**config.mk**
```make
export PLATFORM = sky130hd
export DESIGN_NAME = busc_top
export DESIGN_NICKNAME = d
export VERILOG_FILES = /design/src/rtl/busc_pkg.sv /design/src/rtl/busc_ctrl.sv /design/src/rtl/busc_dpath.sv /design/src/rtl/busc_top.sv
export SDC_FILE = /design/constraint.sdc
export NUM_CORES = 1
export LEC_CHECK = 0
export BUFFER_PORTS_ARGS = -buffer_cell sky130_fd_sc_hd__buf_2
export CAP_MARGIN = 20
export CORE_AREA = 5 5 90 92
export DETAILED_ROUTE_END_ITERATION = 10
export DIE_AREA = 0 0 95 97
export PLACE_DENSITY_LB_ADDON = 0.3
export REMOVE_ABC_BUFFERS = 1
export SLEW_MARGIN = 40
export SYNTH_ARGS = -nofsm -noshare
export SYNTH_HDL_FRONTEND = slang
export SYNTH_HIERARCHICAL = 1
export SYNTH_SLANG_ARGS = --single-unit
export TNS_END_PERCENT = 5
```
**constraint.sdc**
```tcl
create_clock -name clk -period 1.46 [get_ports clk]
set_input_delay 0.292 -clock clk [delete_from_list [all_inputs] [get_ports clk]]
set_output_delay 0.292 -clock clk [all_outputs]
set_load 0.02 [all_outputs]
```
**src/rtl/busc_pkg.sv**
```systemverilog
package busc_pkg;

  typedef enum logic [2:0] {
    KIND_INTA     = 3'd0,
    KIND_HALT     = 3'd1,
    KIND_SHUTDOWN = 3'd2,
    KIND_MEM_RD   = 3'd3,
    KIND_MEM_WR   = 3'd4,
    KIND_IO_RD    = 3'd5,
    KIND_IO_WR    = 3'd6,
    KIND_FETCH    = 3'd7
  } cycleKind_t;

  // strobes from control to datapath
  typedef struct packed {
    logic loadReq;       // latch the accepted request
    logic captureRd;     // ready seen: capture data, complete
    logic statusActive;  // send-status clock
    logic drvBus;        // address/status/select groups driven
    logic drvData;       // data bus driven
  } busStrobe_t;

  // {code/inta, mem/io, s1, s0} as pin levels
  function automatic logic [3:0] kindCode(cycleKind_t k);
    case (k)
      KIND_INTA:     return 4'b0000;
      KIND_HALT:     return 4'b0100;
      KIND_SHUTDOWN: return 4'b0100;
      KIND_MEM_RD:   return 4'b0101;
      KIND_MEM_WR:   return 4'b0110;
      KIND_IO_RD:    return 4'b1001;
      KIND_IO_WR:    return 4'b1010;
      KIND_FETCH:    return 4'b1101;
      default:       return 4'b0011;
    endcase
  endfunction

  function automatic logic isWriteKind(cycleKind_t k);
    return (k == KIND_MEM_WR) || (k == KIND_IO_WR);
  endfunction

  function automatic logic isIoKind(cycleKind_t k);
    return (k == KIND_IO_RD) || (k == KIND_IO_WR);
  endfunction

endpackage

```
**src/rtl/busc_ctrl.sv**
```systemverilog
module busc_ctrl
  import busc_pkg::*;
#(
  parameter int SYNC_STAGES = 2
) (
  input  logic       clk,
  input  logic       rstN,
  input  logic       reqValid,
  input  logic       reqLock,
  input  cycleKind_t reqKind,
  input  logic       busReadyN,
  input  logic       holdReq,
  output logic       reqReady,
  output logic       holdAck,
  output logic       busLockN,
  output busStrobe_t strobe
);

  typedef enum logic [2:0] {
    ST_IDLE  = 3'd0,
    ST_SEND  = 3'd1,
    ST_CMD   = 3'd2,
    ST_FLOAT = 3'd3,
    ST_HOLD  = 3'd4
  } busState_t;

  busState_t state, nextState;
  logic [SYNC_STAGES-1:0] holdPipe;
  logic holdSync;
  logic lockActive;
  logic curLock;
  logic curWrite;
  logic grantOk;
  logic floated;

  // hold request synchroniser
  generate
    if (SYNC_STAGES > 1) begin : g_multiSync
      always_ff @(posedge clk) begin
        if (!rstN) holdPipe <= '0;
        else       holdPipe <= {holdPipe[SYNC_STAGES-2:0], holdReq};
      end
    end else begin : g_singleSync
      always_ff @(posedge clk) begin
        if (!rstN) holdPipe <= '0;
        else       holdPipe <= holdReq;
      end
    end
  endgenerate

  assign holdSync = holdPipe[SYNC_STAGES-1];
  assign grantOk  = holdSync && !lockActive;
  assign floated  = (state == ST_FLOAT) || (state == ST_HOLD);

  always_comb begin
    nextState = state;
    case (state)
      ST_IDLE: begin
        if (grantOk)       nextState = ST_FLOAT;
        else if (reqValid) nextState = ST_SEND;
      end
      ST_SEND:  nextState = ST_CMD;
      ST_CMD:   if (!busReadyN) nextState = ST_IDLE;
      ST_FLOAT: nextState = ST_HOLD;
      ST_HOLD:  if (!holdSync) nextState = ST_IDLE;
      default:  nextState = ST_IDLE;
    endcase
  end

  always_comb begin
    strobe.loadReq      = (state == ST_IDLE) && !grantOk && reqValid;
    strobe.captureRd    = (state == ST_CMD) && !busReadyN;
    strobe.statusActive = (state == ST_SEND);
    strobe.drvBus       = !floated;
    strobe.drvData      = (state == ST_CMD) && curWrite;
  end

  always_ff @(posedge clk) begin
    if (!rstN) begin
      state      <= ST_IDLE;
      lockActive <= 1'b0;
      curLock    <= 1'b0;
      curWrite   <= 1'b0;
    end else begin
      state <= nextState;
      if (strobe.loadReq) begin
        curLock  <= reqLock;
        curWrite <= isWriteKind(reqKind);
        if (reqLock) lockActive <= 1'b1;
      end
      if (strobe.captureRd && !curLock) lockActive <= 1'b0;
    end
  end

  assign reqReady = (state == ST_IDLE) && !grantOk;
  assign holdAck  = (state == ST_HOLD);
  assign busLockN = !(lockActive && !floated);

endmodule

```
**src/rtl/busc_dpath.sv**
```systemverilog
module busc_dpath
  import busc_pkg::*;
#(
  parameter int ADDR_W    = 24,
  parameter int DATA_W    = 16,
  parameter int IO_ADDR_W = 16
) (
  input  logic              clk,
  input  logic              rstN,
  input  busStrobe_t        strobe,
  input  cycleKind_t        reqKind,
  input  logic [ADDR_W-1:0] reqAddr,
  input  logic [1:0]        reqByteEn,
  input  logic [DATA_W-1:0] reqWdata,
  input  logic [DATA_W-1:0] busDataIn,
  output logic              rspValid,
  output logic [DATA_W-1:0] rspData,
  output logic [ADDR_W-1:0] busAddr,
  output logic              busAddrOe,
  output logic              busBheN,
  output logic              busStatusOe,
  output logic              busS1N,
  output logic              busS0N,
  output logic              busCmdOe,
  output logic              busMemIo,
  output logic              busCodeInta,
  output logic [DATA_W-1:0] busDataOut,
  output logic              busDataOe
);

  logic [ADDR_W-1:0] addrReg, nextAddr;
  logic              bheReg;
  logic [3:0]        codeReg;
  logic [DATA_W-1:0] dataReg;
  logic              reqIo;
  logic              upperOnly;

  assign reqIo     = isIoKind(reqKind);
  assign upperOnly = (reqByteEn == 2'b10);

  always_comb begin
    for (int b = 0; b < ADDR_W; b++) begin
      nextAddr[b] = (reqIo && (b >= IO_ADDR_W)) ? 1'b0 : reqAddr[b];
    end
    if (reqKind == KIND_HALT)     nextAddr[1] = 1'b1;
    if (reqKind == KIND_SHUTDOWN) nextAddr[1] = 1'b0;
    nextAddr[0] = upperOnly;
  end

  always_ff @(posedge clk) begin
    if (!rstN) begin
      addrReg  <= '0;
      bheReg   <= 1'b1;
      codeReg  <= 4'b0011;
      dataReg  <= '0;
      rspValid <= 1'b0;
      rspData  <= '0;
    end else begin
      if (strobe.loadReq) begin
        addrReg <= nextAddr;
        bheReg  <= ~reqByteEn[1];
        codeReg <= kindCode(reqKind);
        dataReg <= reqWdata;
      end
      rspValid <= strobe.captureRd;
      if (strobe.captureRd) rspData <= busDataIn;
    end
  end

  assign busAddr     = addrReg;
  assign busBheN     = bheReg;
  assign busAddrOe   = strobe.drvBus;
  assign busStatusOe = strobe.drvBus;
  assign busCmdOe    = strobe.drvBus;
  assign busS1N      = strobe.statusActive ? codeReg[1] : 1'b1;
  assign busS0N      = strobe.statusActive ? codeReg[0] : 1'b1;
  assign busMemIo    = codeReg[2];
  assign busCodeInta = codeReg[3];
  assign busDataOut  = dataReg;
  assign busDataOe   = strobe.drvData;

endmodule

```
**src/rtl/busc_top.sv**
```systemverilog
module busc_top
  import busc_pkg::*;
#(
  parameter int ADDR_W      = 24,
  parameter int DATA_W      = 16,
  parameter int IO_ADDR_W   = 16,
  parameter int SYNC_STAGES = 2
) (
  input  logic              clk,
  input  logic              rstN,
  input  logic              reqValid,
  output logic              reqReady,
  input  logic [2:0]        reqKind,
  input  logic [ADDR_W-1:0] reqAddr,
  input  logic [1:0]        reqByteEn,
  input  logic [DATA_W-1:0] reqWdata,
  input  logic              reqLock,
  output logic              rspValid,
  output logic [DATA_W-1:0] rspData,
  input  logic              busReadyN,
  input  logic [DATA_W-1:0] busDataIn,
  output logic [DATA_W-1:0] busDataOut,
  output logic              busDataOe,
  output logic [ADDR_W-1:0] busAddr,
  output logic              busAddrOe,
  output logic              busBheN,
  output logic              busStatusOe,
  output logic              busS1N,
  output logic              busS0N,
  output logic              busLockN,
  output logic              busCmdOe,
  output logic              busMemIo,
  output logic              busCodeInta,
  input  logic              holdReq,
  output logic              holdAck
);

  busStrobe_t strobe;
  cycleKind_t kind;

  assign kind = cycleKind_t'(reqKind);

  busc_ctrl #(.SYNC_STAGES(SYNC_STAGES)) ctrl_i (
    .clk      (clk),
    .rstN     (rstN),
    .reqValid (reqValid),
    .reqLock  (reqLock),
    .reqKind  (kind),
    .busReadyN(busReadyN),
    .holdReq  (holdReq),
    .reqReady (reqReady),
    .holdAck  (holdAck),
    .busLockN (busLockN),
    .strobe   (strobe)
  );

  busc_dpath #(.ADDR_W(ADDR_W), .DATA_W(DATA_W), .IO_ADDR_W(IO_ADDR_W)) dpath_i (
    .clk        (clk),
    .rstN       (rstN),
    .strobe     (strobe),
    .reqKind    (kind),
    .reqAddr    (reqAddr),
    .reqByteEn  (reqByteEn),
    .reqWdata   (reqWdata),
    .busDataIn  (busDataIn),
    .rspValid   (rspValid),
    .rspData    (rspData),
    .busAddr    (busAddr),
    .busAddrOe  (busAddrOe),
    .busBheN    (busBheN),
    .busStatusOe(busStatusOe),
    .busS1N     (busS1N),
    .busS0N     (busS0N),
    .busCmdOe   (busCmdOe),
    .busMemIo   (busMemIo),
    .busCodeInta(busCodeInta),
    .busDataOut (busDataOut),
    .busDataOe  (busDataOe)
  );

endmodule

```
Yosys cells after proc, flatten, opt, wreduce, memory -nomap -nowiden:

Memory sizes are Yosys's and may differ from the RTL's. A register that Yosys moved wholly into a read port is not among the register bits.
Cells that the tools add are included.

* bits in registers: 66
* input bits: 67
* memory bits (read-only): 32
* logic and storage cells: 64
* memories: 1

Memory list
* (no name shown): words 8, bits a word 4, read ports 1, clocked after memory_dff 1, wr ports 0, line busc_pkg.sv:25 `case (k)`

* reduce and logical (&&, ||, !) cells: 21
* equal/unequal tests: 13
* bitwise gates (word level): 2
* mux-type cells: 17

Operator list (count)
* 3-bit case mux with 5 select lines: 1
* 3-bit equality test (second input constant): 4
* 1-bit two-way mux: 12
* 3-bit two-way mux: 4
* 3-bit by 2-bit equality test with 1-bit output (second input constant): 3
* 1-bit logical AND: 7
* 1-bit logical NOT: 7
* 3-bit by 1-bit equality test with 1-bit output (second input constant): 2
* 2-bit inequality test (second input constant): 2
* 3-bit logical NOT: 1
* 1-bit logical OR: 3
* 3-bit by 2-bit inequality test with 1-bit output (second input constant): 1
* 3-bit AND reduction: 1
* 2-bit equality test (second input constant): 1
* 1-bit inverter: 2
* 2-bit AND reduction: 1
* 2-bit OR reduction: 1

Longest topological paths before layout:

Gate-level depths: netlist (run 1).

* depth after elaboration: 6
* depth in mapped cells: 9

Modules after synthesis:

The synthesis (run 1) kept the hierarchy.

By module, submodules not included
* busc_dpath: cells an instance 217, area each 2503.7 um2, instances 1
* busc_ctrl: cells an instance 42, area each 404.1 um2, instances 1

Least setup slack after synthesis (run 1):

No wires, ideal clock.

* kind: register -> output
* from: register ctrl_i.state[0]
* to: output port busLockN
* arrival time: 1.171 ns
* buffers on the path: 1
* cell stages (with the launch flop): 5
* setup slack: -0.003 ns
* path through: dfxtp_1 -> buf_2 -> nor3b_2 -> a21oi_1 -> nand2_1

RTL lines
* start: declaration: line busc_ctrl.sv:27 `busState_t state, nextState;`
* start signal: assignment: line busc_ctrl.sv:85 `state <= nextState;`
* end: declaration: line busc_top.sv:30 `output logic busLockN,`

Final worst setup path (run 1):

* from: register ctrl_i.state[0]
* to: output port busLockN

* word-level cells in the longest chain between the ends: 5

RTL lines
* 3-bit by 2-bit equality test with 1-bit output or 3-bit equality test (tied branches): line busc_ctrl.sv:53 `assign floated = (state == ST_FLOAT) || (state == ST_HOLD);`
* 1-bit logical OR (*): line busc_ctrl.sv:53
* 1-bit logical NOT (*): line busc_ctrl.sv:97 `assign busLockN = !(lockActive && !floated);`
* 1-bit logical AND (*): line busc_ctrl.sv:97
* 1-bit logical NOT (*): line busc_ctrl.sv:97

Mark *: on every way between the ends. The rest lies on a longest branch, timed or not.

==> reports/qor.yml, run 1 <==
maxCapViolCount: 0
ctsHoldBuffers: 0
synth-seq-cells: 70
p_total_w: 0.00469
grtUsageMet1_pct: 16.5
synth_top_area_share_pct: 48.2
gp_congestion: 0.729
report.final.slew_viol_count: 0
critPathMaxFanout: 4
hold_path_class: "input port to flip-flop"
hpwl_um: 4870
seq_area_frac_synth_pct: 48.2
fin_crit_sh_pct: 113
tightest_slew_ns: 0.309
cts_buffer_depth: 2
busiest_layer: "met2"
dp_slack_ns: -0.0189
finalClockSkew_ns: 0.00610
arrival_ns: 1.35
drt_first_pass_iters: 4
row_count: 31
clk_latency_ns: 0.33
multi_input_area_um2: 1340
finalHoldViolations: 0
rsz0062_at_grt: "true"
core_area_um2: 7140
drc_errors: 0
grt_overflow: 0
yosysWarnings: 6
grt_max_degree: 39
yosysTopAreaCell: "dfxtp_1"
root_buffer: "clkbuf_8"
criticalPathCategory: "flip-flop to output pin"
ys_top_cells_by_count: "dfxtp_1, nor2b_1, mux2i_1"
cts_made_buffers: 9
numClockSinks: 70
cts_tree: "yes"
seq_area_um2: 1410
grt_pass1_wl_um: 10400
syn-instance-count: 259
power_leakage_nw: 1.88
whs_endpoint: "dpath_i/busAddr[17]"
fp.dieH_um: 97
setup.worst_path.end_class: "output pin"
postRouteAntennaNets: 0
critPathRequiredTime_ns: 1.17
drt-initial-drc-count: 56
synth_edf_count: 0
reg2regPathDepth: 7
fmax_ghz: 0.608
rr_startpoint: "ctrl_i/state[0]"
synth_area_leaders: "dfxtp_1, mux2i_1, nor2b_1"
setup_viol: 19
htreeDepth: 3
ir_drop_uv: 694
clk_pin_slew_ns: 0.08
reg2reg_slack_ns: -0.02
n_antenna_cell: 0
grtUsageMet3_pct: 4.58
grt_antenna_before_repair: 0
outcome: "complete, but fails checks"
die_x_um: 95
r2r-end: "dpath_i/busDataOut[10]"
relSlewSlack_pct: 79.2
drive_gt1_share_pct: 46.3
final_area_um2: 4010
num_vias: 2264
power_density_nw_per_um2: 1170
layout_setup_ws_ns: -0.184
synth.distinct_cells: 41
worst_setup_path_start_kind: "flip-flop"
hold_depth: 2
synth_area_um2: 2910
initial_utilization_pct: 40.7
area_delta_synth_final_pct: 37.9
dieArea_um2: 9220
period_minus_slack_ns: 1.64
io_buffers: 134
ys.flop_type: "dfxtp_1"
gr-usage-met2_pct: 23.5
violations: "setup timing"
place_area_um2: 3670
via_per_inst: 4.47
routed_wl_um: 6460
synth.most_common_cell: "dfxtp_1"
nets: 474
min_from: "reqAddr[17]"
async_flop_share_pct: 0
track_usage_pct: 14.3
synth_area_per_cell_um2: 11.2
grt_pass1_vias: 2242
num-fill-cells: 671
wl_per_cell_um: 12.7
io_pins: 136
## through the flow
| step | instances | utilization [%] | hold WS [ns] | TNS, ns |
|---|---|---|---|---|
| floorplan | 239 | - | 0.354 | -59.85 |
| global placement | 487 | 51.4 | 0.418 | 0 |
| detailed placement | 487 | 51.4 | 0.436 | -0.0799 |
| CTS | 506 | 55.8 | 0.149 | -1.50 |
| global route | 507 | 56.2 | 0.160 | -5.85 |
| finish | 507 | 56.2 | 0.172 | -1.29 |
## power breakdown
group / leakage, nW / internal [W] / total [W] / switching [W]
combinational: 1.20 / 0.000429 / 0.000892 / 0.000463
clock: 0.106 / 0.000967 / 0.00170 / 0.000734
sequential: 0.574 / 0.00203 / 0.00209 / 0.0000629
total: 1.88 / 0.00343 / 0.00469 / 0.00126
## final cells by class
| class | instances | share of cell area [%] |
|---|---|---|
| tap | 99 | 3.09 |
| timing repair buffer | 153 | 21.9 |
| multi-input combinational | 161 | 33.3 |
| sequential | 70 | 35.2 |
| clock inverter | 7 | 2.43 |
| inverter | 8 | 0.936 |
| clock buffer | 9 | 3.09 |
## registers in the layout, summed over array words and instances (netlist names)
name / flops
dpath_i/busAddr: 24
dpath_i/busDataOut: 16
dpath_i/rspData: 16
dpath_i/codeReg: 4
ctrl_i/state: 3
ctrl_i/holdPipe: 2
ctrl_i/curLock: 1
ctrl_i/curWrite: 1
ctrl_i/lockActive: 1
dpath_i/busBheN: 1
dpath_i/rspValid: 1
## worst max-delay path by stage
stage	from	end	slack, ns	depth (start not counted)
floorplan	ctrl_i/state[1]	dpath_i/rspData[0]	-1.19	4
global placement	ctrl_i/state[2]	dpath_i/busDataOut[14]	0.01	6
detailed placement	ctrl_i/state[2]	dpath_i/busDataOut[10]	-0.02	6
CTS	ctrl_i/state[1]	busLockN	-0.19	5
global route	ctrl_i/state[0]	busLockN	-0.24	5
finish	ctrl_i/state[0]	busLockN	-0.18	5
## cells by family after synthesis
family | Yosys count | synth area share, %
fa+ha+maj | 4 | 1.72
simple gates | 82 | 18.5
mux | 49 | 16.9
flops | 70 | 48.2
buf+inv | 28 | 7.57
compound gates | 26 | 7.06
## per-layer routing
layer / vias up / routed length (um)
li1: 1152 / -
met1: 1014 / 2650
met5: - / 0
met3: 12 / 602
met4: 0 / 127
met2: 86 / 3080
## cells in the final DEF, fill, tap and decap left out, drive strengths merged
master / count
a211oi: 2
a21boi: 1
a21o: 1
a21oi: 4
a22o: 8
a22oi: 1
a32o: 1
and2: 5
buf: 153
bufinv: 2
clkbuf: 9
clkinv: 2
clkinvlp: 2
dfxtp: 70
ha: 4
inv: 9
mux2: 1
mux2i: 48
nand2: 9
nand2b: 4
nand3b: 5
nor2: 2
nor2b: 51
nor3: 2
nor3b: 3
nor4: 1
o211a: 1
o21a: 1
o21ai: 3
o21bai: 1
o221ai: 1
o22ai: 1
## repair_timing
item / 4_1_cts / 5_1_grt
setup buffers: 3 / 1
endpoints found under the setup margin: 38 / 68
pin swaps: 5 / 3
gates resized for setup: 21 / 5
## worst max-delay path, cell delays in order (launching register included)
cell,delay [ns]
dfxtp_4,0.37
buf_6,0.12
buf_4,0.13
a21oi_4,0.18
nand2_2,0.08
buf_6,0.13
Note: power is estimated with default switching activity, not from simulation.
==> inputs of run 2 (changes only) <==
--- a/config.mk
+++ b/config.mk
@@ -15,6 +15,5 @@
 export SLEW_MARGIN = 40
 export SYNTH_ARGS = -nofsm -noshare
 export SYNTH_HDL_FRONTEND = slang
-export SYNTH_HIERARCHICAL = 1
 export SYNTH_SLANG_ARGS = --single-unit
 export TNS_END_PERCENT = 5
==> reports/qor.yml, run 2 <==
grt_pass1_wl_um: 11700
rsz0062_at_grt: "true"
synth_area_leaders: "dfxtp_1, mux2i_1, nand2_1"
synth_edf_count: 0
io_pins: 136
gr-usage-met2_pct: 24.9
criticalPathCategory: "flip-flop to output pin"
via_per_inst: 4.58
postRouteAntennaNets: 0
yosysWarnings: 0
seqPwrFrac_pct: 46.6
finalClockSkew_ns: 0.0151
track_usage_pct: 16.0
numClockSinks: 70
seq_area_frac_synth_pct: 48.3
outcome: "complete, but fails checks"
min_from: "holdReq"
power.internal_w: 0.00326
ir_drop_uv: 505
drt_first_pass_iters: 4
violations: "setup timing"
n_antenna_cell: 0
rr_startpoint: "ctrl_i.state[0]"
io_buffers: 134
p_switching_w: 0.00126
fin_tns_setup_ns: -2.00
grt_pass1_vias: 2537
root_buffer: "clkbuf_8"
synth-seq-cells: 70
ys.flop_type: "dfxtp_1"
grt_antenna_before_repair: 0
synth_area_um2: 2900
setup_viol: 42
hold_depth: 2
period_minus_slack_ns: 1.63
cts_made_buffers: 9
fin_crit_sh_pct: 112
syn-instance-count: 327
ys_top_cells_by_count: "nand2_1, dfxtp_1, mux2i_1"
largest_reg_flops: 24
grt_overflow: 0
synth.most_common_cell: "nand2_1"
num_vias: 2627
gp_congestion: 0.745
place_area_um2: 3720
clk_latency_ns: 0.34
critPathRequiredTime_ns: 1.17
power_density_nw_per_um2: 1120
fmax_ghz: 0.612
relSlewSlack_pct: 82.1
power_leakage_nw: 1.96
cp-startpoint: "ctrl_i.state[0]"
num-fill-cells: 661
reg2reg_slack_ns: -0.04
grt_max_degree: 34
maxCapViolCount: 0
drc_errors: 0
grtUsageMet3_pct: 7.91
report.final.slew_viol_count: 0
worst_setup_path_start_kind: "flip-flop"
synth_area_per_cell_um2: 8.88
layout_setup_ws_ns: -0.174
dieArea_um2: 9220
initial_utilization_pct: 40.7
comb_power_share_pct: 19.5
p_sw_share_pct: 27.9
multi_input_area_um2: 1380
clk_pin_slew_ns: 0.07
synth_top_area_share_pct: 48.3
cts_buffer_depth: 2
routed_wl_um: 7190
p_clk_share_pct: 33.9
setup.worst_path.end_class: "output pin"
grtUsageMet1_pct: 18.8
async_flop_share_pct: 0
drt-initial-drc-count: 95
final_cell_mix: "buf_2, nand2_1, dfxtp_1"
critPathMaxFanout: 4
reg2regPathDepth: 4
synth.distinct_cells: 38
finalHoldViolations: 0
yosysTopAreaCell: "dfxtp_1"
row_count: 31
core_area_um2: 7140
drive_gt1_share_pct: 39.7
fp.dieH_um: 97
final_area_um2: 4050
arrival_ns: 1.34
busiest_layer: "met2"
final_common_cell: "buf_2"
finalCoreUtilization_pct: 56.7
die_x_um: 95
nets: 541
area_delta_synth_final_pct: 39.3
cts_tree: "yes"
ctsHoldBuffers: 0
htreeDepth: 3
hpwl_um: 5380
tightest_slew_ns: 0.266
hold_path_class: "input port to flip-flop"
seq_area_um2: 1410
wl_per_cell_um: 12.6
-- run 2: cell types whose count changed after synthesis, sizes merged, moves of 4 or more --
cell | previous run | this run
nand2 | 9 | 107
a22o | 8 | 0
nand3 | 0 | 9
or3 | 0 | 4
buf | 16 | 10
mux2i | 48 | 44
nor2b | 51 | 2
nand3b | 5 | 1
a21oi | 4 | 19
clkbuf | 4 | 16
-- run 2: kinds of logic (layout without fill, tap and decap cells) --
logic type      Yosys count  after routing  share of synthesized area, %
fa+ha+maj                 4              4                          1.72
compound gates           32             32                          6.46
simple gates            143            143                          21.9
buf+inv                  33            180                          6.12
mux                      45             45                          15.6
flops                    70             70                          48.3
-- run 2: per-layer routing --
layer  wire [um]  up-vias
met5           0        -
met4         136        0
met3         755       10
met2        3360      101
met1        2940     1152
li1            -     1364
-- run 2: repair_timing --
item,in CTS,in global routing
gates resized for setup,18,13
endpoints found under the setup margin,41,69
buffers inserted,2,0
pin swaps,3,2
-- run 2: area by class of cell --
class                      count  area share [%]
multi-input combinational    224            34.0
sequential                    70            34.8
clock inverter                 5            1.48
timing repair buffer         158            22.5
inverter                       7           0.649
tap                           99            3.06
clock buffer                  10            3.40
-- run 2: worst max-delay path: stages, from the launching register on --
cell     delay [ns]
dfxtp_4        0.36
buf_6          0.12
and3b_1        0.19
nor2_4         0.14
nand2_2        0.07
buf_6          0.13
-- run 2: final timing paths --
| path | to |
|---|---|
| worst max-delay path | busLockN |
| worst min-delay path | ctrl_i.holdPipe[0] |
| worst max register to register | dpath_i.busAddr[12] |
| worst min register to register | ctrl_i.holdPipe[1] |
-- run 2: stage by stage --
stage / instances / hold WS (ns) / setup WS, ns / total power, W
floorplan: 301 / 0.372 / -0.865 / 0.00261
finish: 573 / 0.159 / -0.174 / 0.00451
CTS: 573 / 0.136 / -0.223 / 0.00459
global placement: 556 / 0.417 / -0.0116 / 0.00298
global route: 573 / 0.134 / -0.254 / 0.00478
detailed placement: 556 / 0.419 / -0.0606 / 0.00300
-- run 2: power groups by stage --
stage | clock network [W] | registers (W) | logic, W
2_1_floorplan | 0 | 0.00228 | 0.000328
3_3_place_gp | 0 | 0.00214 | 0.000835
3_5_place_dp | 0 | 0.00214 | 0.000851
4_1_cts | 0.00160 | 0.00211 | 0.000880
5_1_grt | 0.00169 | 0.00212 | 0.000967
6_report | 0.00153 | 0.00210 | 0.000881
